**src/rtl/irq_stack_pkg.sv**
```systemverilog
package irq_stack_pkg;

    localparam int NUM_LANES = 3;

    typedef enum logic [1:0] {
        SEL_SCSI0 = 2'd0,
        SEL_SCSI1 = 2'd1,
        SEL_DMA   = 2'd2,
        SEL_NONE  = 2'd3
    } lane_sel_e;

    typedef struct packed {
        logic pend;        // stackable bit visible now
        logic pin_req;     // enabled bit visible now
        logic fatal;       // fatal bit in either level
        logic shd_any;     // shadow level non-empty
        logic busy_kept;   // stackable bit visible after this cycle's clear
    } lane_flags_t;

    function automatic logic sel_hits(input lane_sel_e sel, input int lane);
        return (sel != SEL_NONE) && (int'(sel) == lane);
    endfunction

endpackage

```
**src/rtl/irq_lane.sv**
```systemverilog
module irq_lane
    import irq_stack_pkg::*;
#(
    parameter int W = 8
) (
    input  logic             clk,
    input  logic             rst,
    input  logic [W-1:0]     evt,
    input  logic [W-1:0]     en,
    input  logic [W-1:0]     fatal,
    input  logic             clr,
    input  logic             to_shadow,
    input  logic             promote,
    output logic [W-1:0]     vis,
    output logic [W-1:0]     shd,
    output lane_flags_t      flags
);

    logic [W-1:0] stk;
    logic [W-1:0] vis_kept;
    logic [W-1:0] land_vis;
    logic [W-1:0] land_shd;

    always_comb begin
        stk      = en | fatal;
        vis_kept = clr ? '0 : vis;
        land_vis = evt & (~stk | {W{~to_shadow}});
        land_shd = evt & stk & {W{to_shadow}};

        flags.pend      = |(vis & stk);
        flags.pin_req   = |(vis & en);
        flags.fatal     = |((vis | shd) & fatal);
        flags.shd_any   = |shd;
        flags.busy_kept = |(vis_kept & stk);
    end

    always_ff @(posedge clk) begin
        if (rst) begin
            vis <= '0;
            shd <= '0;
        end else begin
            vis <= vis_kept | land_vis | (promote ? shd : '0);
            shd <= (promote ? '0 : shd) | land_shd;
        end
    end

endmodule

```
**src/rtl/irq_gap_timer.sv**
```systemverilog
module irq_gap_timer #(
    parameter int GAP_CYC = 3
) (
    input  logic clk,
    input  logic rst,
    input  logic l1_idle,
    input  logic shd_any,
    input  logic pin_high,
    output logic promote
);

    localparam int CW = $clog2(GAP_CYC + 1);

    logic [CW-1:0] cnt;
    logic          arm;

    always_comb begin
        arm     = l1_idle && shd_any && pin_high;
        promote = arm && (cnt == CW'(GAP_CYC - 1));
    end

    always_ff @(posedge clk) begin
        if (rst || !arm || promote) cnt <= '0;
        else                        cnt <= cnt + 1'b1;
    end

endmodule

```
**src/rtl/irq_pin_drv.sv**
```systemverilog
module irq_pin_drv (
    input  logic clk,
    input  logic rst,
    input  logic req,
    input  logic pin_dis,
    output logic irq_n
);

    logic drive_low;

    always_comb drive_low = req && (!irq_n || !pin_dis);

    always_ff @(posedge clk) begin
        if (rst) irq_n <= 1'b1;
        else     irq_n <= !drive_low;
    end

endmodule

```
**src/rtl/irq_stack_ctrl.sv**
```systemverilog
module irq_stack_ctrl
    import irq_stack_pkg::*;
#(
    parameter int LANE_W  = 8,
    parameter int GAP_CYC = 3
) (
    input  logic              clk,
    input  logic              rst,
    input  logic [LANE_W-1:0] evt_scsi0,
    input  logic [LANE_W-1:0] evt_scsi1,
    input  logic [LANE_W-1:0] evt_dma,
    input  logic [LANE_W-1:0] en_scsi0,
    input  logic [LANE_W-1:0] en_scsi1,
    input  logic [LANE_W-1:0] en_dma,
    input  logic [LANE_W-1:0] fatal_scsi0,
    input  logic [LANE_W-1:0] fatal_scsi1,
    input  logic [LANE_W-1:0] fatal_dma,
    input  logic              pin_dis,
    input  logic              rd_en,
    input  logic [1:0]        rd_sel,
    output logic [LANE_W-1:0] rd_data,
    output logic              irq_n,
    output logic              scsi_pend,
    output logic              dma_pend,
    output logic              halt
);

    localparam int FLAT_W = NUM_LANES * LANE_W;

    logic [LANE_W-1:0] evt_a   [NUM_LANES];
    logic [LANE_W-1:0] en_a    [NUM_LANES];
    logic [LANE_W-1:0] fat_a   [NUM_LANES];
    logic [LANE_W-1:0] vis_a   [NUM_LANES];
    logic [LANE_W-1:0] shd_a   [NUM_LANES];
    lane_flags_t       flg_a   [NUM_LANES];
    logic [NUM_LANES-1:0] clr_v;

    logic        to_shadow;
    logic        promote;
    logic        pin_req;
    logic        shd_any;
    logic        busy_kept;
    logic        l1_idle;
    logic        fatal_any;
    lane_sel_e   sel;

    // Flattened views used by the bound checker.
    logic [FLAT_W-1:0] evt_flat;
    logic [FLAT_W-1:0] stk_flat;
    logic [FLAT_W-1:0] fat_flat;
    logic [FLAT_W-1:0] shd_flat;

    always_comb begin
        evt_a[0] = evt_scsi0;   evt_a[1] = evt_scsi1;   evt_a[2] = evt_dma;
        en_a[0]  = en_scsi0;    en_a[1]  = en_scsi1;    en_a[2]  = en_dma;
        fat_a[0] = fatal_scsi0; fat_a[1] = fatal_scsi1; fat_a[2] = fatal_dma;
        sel      = lane_sel_e'(rd_sel);
    end

    genvar g;
    generate
        for (g = 0; g < NUM_LANES; g++) begin : g_lane
            assign clr_v[g] = rd_en && sel_hits(sel, g);

            irq_lane #(.W(LANE_W)) lane_i (
                .clk       (clk),
                .rst       (rst),
                .evt       (evt_a[g]),
                .en        (en_a[g]),
                .fatal     (fat_a[g]),
                .clr       (clr_v[g]),
                .to_shadow (to_shadow),
                .promote   (promote),
                .vis       (vis_a[g]),
                .shd       (shd_a[g]),
                .flags     (flg_a[g])
            );

            assign evt_flat[g*LANE_W +: LANE_W] = evt_a[g];
            assign stk_flat[g*LANE_W +: LANE_W] = en_a[g] | fat_a[g];
            assign fat_flat[g*LANE_W +: LANE_W] = fat_a[g];
            assign shd_flat[g*LANE_W +: LANE_W] = shd_a[g];
        end
    endgenerate

    always_comb begin
        pin_req   = 1'b0;
        shd_any   = 1'b0;
        busy_kept = 1'b0;
        fatal_any = 1'b0;
        for (int i = 0; i < NUM_LANES; i++) begin
            pin_req   |= flg_a[i].pin_req;
            shd_any   |= flg_a[i].shd_any;
            busy_kept |= flg_a[i].busy_kept;
            fatal_any |= flg_a[i].fatal;
        end
        scsi_pend = flg_a[0].pend || flg_a[1].pend;
        dma_pend  = flg_a[2].pend;
        l1_idle   = !(scsi_pend || dma_pend);
        to_shadow = shd_any || busy_kept;
        halt      = fatal_any;
    end

    always_comb begin
        case (sel)
            SEL_SCSI0: rd_data = vis_a[0];
            SEL_SCSI1: rd_data = vis_a[1];
            SEL_DMA:   rd_data = vis_a[2];
            default:   rd_data = '0;
        endcase
    end

    irq_gap_timer #(.GAP_CYC(GAP_CYC)) gap_i (
        .clk      (clk),
        .rst      (rst),
        .l1_idle  (l1_idle),
        .shd_any  (shd_any),
        .pin_high (irq_n),
        .promote  (promote)
    );

    irq_pin_drv pin_i (
        .clk     (clk),
        .rst     (rst),
        .req     (pin_req),
        .pin_dis (pin_dis),
        .irq_n   (irq_n)
    );

endmodule

```
**config.mk**
```make
export PLATFORM = sky130hd
export DESIGN_NAME = irq_stack_ctrl
export DESIGN_NICKNAME = d
export VERILOG_FILES = /design/src/rtl/irq_stack_pkg.sv /design/src/rtl/irq_lane.sv /design/src/rtl/irq_gap_timer.sv /design/src/rtl/irq_pin_drv.sv /design/src/rtl/irq_stack_ctrl.sv
export SDC_FILE = /design/constraint.sdc
export NUM_CORES = 1
export LEC_CHECK = 0
export ABC_AREA = 1
export BUFFER_PORTS_ARGS = -buffer_cell sky130_fd_sc_hd__clkbuf_2
export CAP_MARGIN = 20
export CORE_MARGIN = 3
export CORE_UTILIZATION = 54
export CTS_BUF_LIST = sky130_fd_sc_hd__clkbuf_16
export CTS_CLUSTER_DIAMETER = 40
export CTS_CLUSTER_SIZE = 30
export DETAILED_ROUTE_END_ITERATION = 8
export GPL_TIMING_DRIVEN = 0
export PLACE_DENSITY_LB_ADDON = 0.12
export SYNTH_ARGS = -nofsm -noshare
export SYNTH_HDL_FRONTEND = slang
export SYNTH_SLANG_ARGS = --single-unit
```
**constraint.sdc**
```tcl
create_clock -name clk -period 2 [get_ports clk]
set_clock_uncertainty 0.15 [all_clocks]
set_input_delay 0.4 -clock clk [delete_from_list [all_inputs] [get_ports clk]]
set_output_delay 0.4 -clock clk [all_outputs]
set_load 0.01 [all_outputs]
```
==> results.md <==
- Final wirelength: 11.9 mm
- Worst Setup Slack, final: -24.0 ps
- Crit path capture type: primary output
- Actual slew at the worst max-slew pin: 616 ps
- DP Wirelength: 8.59 mm
- R2r setup slk: 70 ps
- Initial antenna violation count: 0
- Peak supply drop: 478 µV
- Share of layout cells above drive strength 1: 36.3%
- Area grow syn2layout: 30.4%
- Max-cap violation count: 0
- Final Wtd Congestion: 0.945
- RSZ-0062 raised after global routing: true
- Via density per instance: 5.76
- Synth unique cells: 26
- Met3 Usage GRT: 7.32%
- Total core area: 6100 µm²
- Port-buffer cells: 88
- Mapped Cells: 552
- #FFs+latches synth: 51
- Result of the run: finished with violations
- # rows: 28
- Reg2reg start: g_lane[1].lane_i.shd[7]
- Number of global-route vias before repair: 3921
- Routed len/inst: 16.2 µm
- Worst setup SP type: flip-flop
- Leading cell types in the layout, fill and taps excluded: nand2_1, nor2_1, clkbuf_2
- Max Freq: 0.494 GHz
- Critical Path RT: 1450 ps
- Post-Syn Area per Cell: 6.34 µm²
- Total gr overflow: 0
- TritonCTS clock tree: yes
- Hold crit path type: input pin to flip-flop
- Total number of vias: 4247
- Fin. Hold Viols: 0
- Total CTS buffers: 5
- Slew headroom: 58.9%
- Yosys warns: 0
- Post-synthesis sequential area ratio: 29.2%
- Initial core utilization: 57.4%
- Met2 Use GR: 50.6%
- GRT Util Overall: 31.1%
- Pwr/cell area: 676 nW/µm²
- Post-layout nets: 740
- Mapped Nets: 631
- Post-layout min period: 2020 ps
- H-tree Lvls: 2
- Violations in the final reports: negative setup slack
- Pre-CTS setup slack: -300 ps
- Drt first pass iters: 9
- Layout filler cell count: 473
- Hold Crit Endpoint: g_lane[2].lane_i.shd[4]
- CTS Hold Buffers Added: 0
- Reg clk slew, reported paths: 70 ps
- Grt peak-use layer: met2
- Largest net degree at the start of global routing: 16
- Root buf cell: clkbuf_16
- LEAKAGE: 0.00218 µW
- Global-route wire length before repair: 18.3 mm
- CP arrival: 1470 ps
- DRT antenna net count: 0
- Cell count of the worst hold path: 3
- # diodes: 0
- Post-synthesis cell area: 3500 µm²
- CTS max path bufs: 2
- Die ar.: 7480 µm²
- Final Setup Violations: 1
- Critical path class: flip-flop to primary output
- Chip Width: 86.5 µm
- Hold Crit Start: evt_dma[4]
- Fin crit share: 101%
- R2r worst-path depth: 12
- Pins Over Slew Limit: 0
- Num ports: 90
- Pwr Total: 3080 µW
- Sequential Area: 1060 µm²
- Worst-Skew Late Latency: 300 ps
- Worst flop-to-flop path endpoint: g_lane[2].lane_i.vis[7]
- Clock sinks: 51
- CP Max Fanout: 5
- Commonest non-fill, non-tap cell in the layout: nand2_1
- DRC viols: 0
- Die height: 86.5 µm
- 1st-iter DRT viols: 401
- Met1 Use GR: 39.8%
- Area of the multi-input gates: 2360 µm²
-- routing by layer --
| metal | routed length [µm] | vias up |
|---|---|---|
| met5 | 0 | - |
| met1 | 4590 | 1882 |
| met4 | 461 | 0 |
| met2 | 5560 | 294 |
| met3 | 1340 | 52 |
| li1 | - | 2019 |
-- worst max-delay path by stage --
| stage | start | slack [ps] | endpoint |
|---|---|---|---|
| 2_1_floorplan | fatal_scsi1[7] | 140 | scsi_pend |
| 3_3_place_gp | fatal_dma[7] | -310 | g_lane[1].lane_i.shd[2] |
| 3_5_place_dp | fatal_dma[3] | -300 | g_lane[0].lane_i.shd[1] |
| 4_1_cts | g_lane[2].lane_i.vis[5] | 0.08 | halt |
| 5_1_grt | g_lane[1].lane_i.vis[6] | -110 | scsi_pend |
| 6_report | g_lane[2].lane_i.vis[4] | -20 | halt |
-- worst max-delay path: stages, from the launching register on --
cell      delay [ps]
dfxtp_2          360
o21ai_2          180
nand4_1          130
nor4_2           200
nand3_1          150
clkbuf_2         150
-- synth_stat cells, drive strengths merged --
master / n / area share [%]
nor4: 2 / 0.36
nand3: 7 / 1.7
a21oi: 25 / 3.6
o211ai: 8 / 1.7
o21ai: 42 / 6.0
ha: 1 / 0.36
inv: 36 / 3.9
buf: 9 / 2.1
nand4: 33 / 5.9
a221oi: 2 / 0.50
o21a: 2 / 0.43
clkbuf: 8 / 0.86
dfxtp: 51 / 29
nand2: 164 / 18
nor2: 161 / 25
nor3: 1 / 0.14
-- state kept, by name (all words and copies together) (netlist names) --
name,cells
g_lane.lane_i.shd,24
g_lane.lane_i.vis,24
gap_i.cnt,2
pin_i.irq_n,1
-- per-stage QoR --
step	std cells	area [µm²]	utilization (%)	hold WS [ps]	setup TNS (ps)
after global placement	715	4030	66.2	250	-8850
after CTS	726	4300	70.5	190	0
after detailed placement	715	4030	66.2	261	-8560
after global routing	737	4560	74.9	187	-1760
after floorplan	552	3500	-	242	0
final	737	4560	74.9	175	-24.0
-- logic make-up (layout without fill, tap and decap cells) --
logic type,count (synthesis),in the layout,share of synthesized area [%]
DFF,51,51,29.2
AOI/OAI and AO/OA,79,79,12.2
buffers and inverters,53,163,6.83
adders and majority gates,1,1,0.358
and+or+nand+nor,368,368,51.4
-- layout make-up --
| cell class | instances | area share (%) |
|---|---|---|
| clock buffer | 5 | 2.74 |
| clock inverter | 3 | 1.40 |
| sequential | 51 | 23.3 |
| tap | 75 | 2.06 |
| multi-input combinational | 448 | 51.8 |
| buffer | 17 | 2.91 |
| inverter | 36 | 3.02 |
| timing repair buffer | 102 | 12.9 |
-- timing repair --
action,CTS,global route
setup endpoints to repair,22,48
resized for setup,31,78
setup buffers,3,9
pin swaps,9,23
gates cloned,0,2
-- power breakdown --
| part | switching (µW) | total [µW] | internal (µW) |
|---|---|---|---|
| sequential | 83.8 | 1170 | 1090 |
| combinational | 477 | 794 | 317 |
| clock | 406 | 1120 | 714 |
Note: power is estimated with default switching activity, not from simulation.
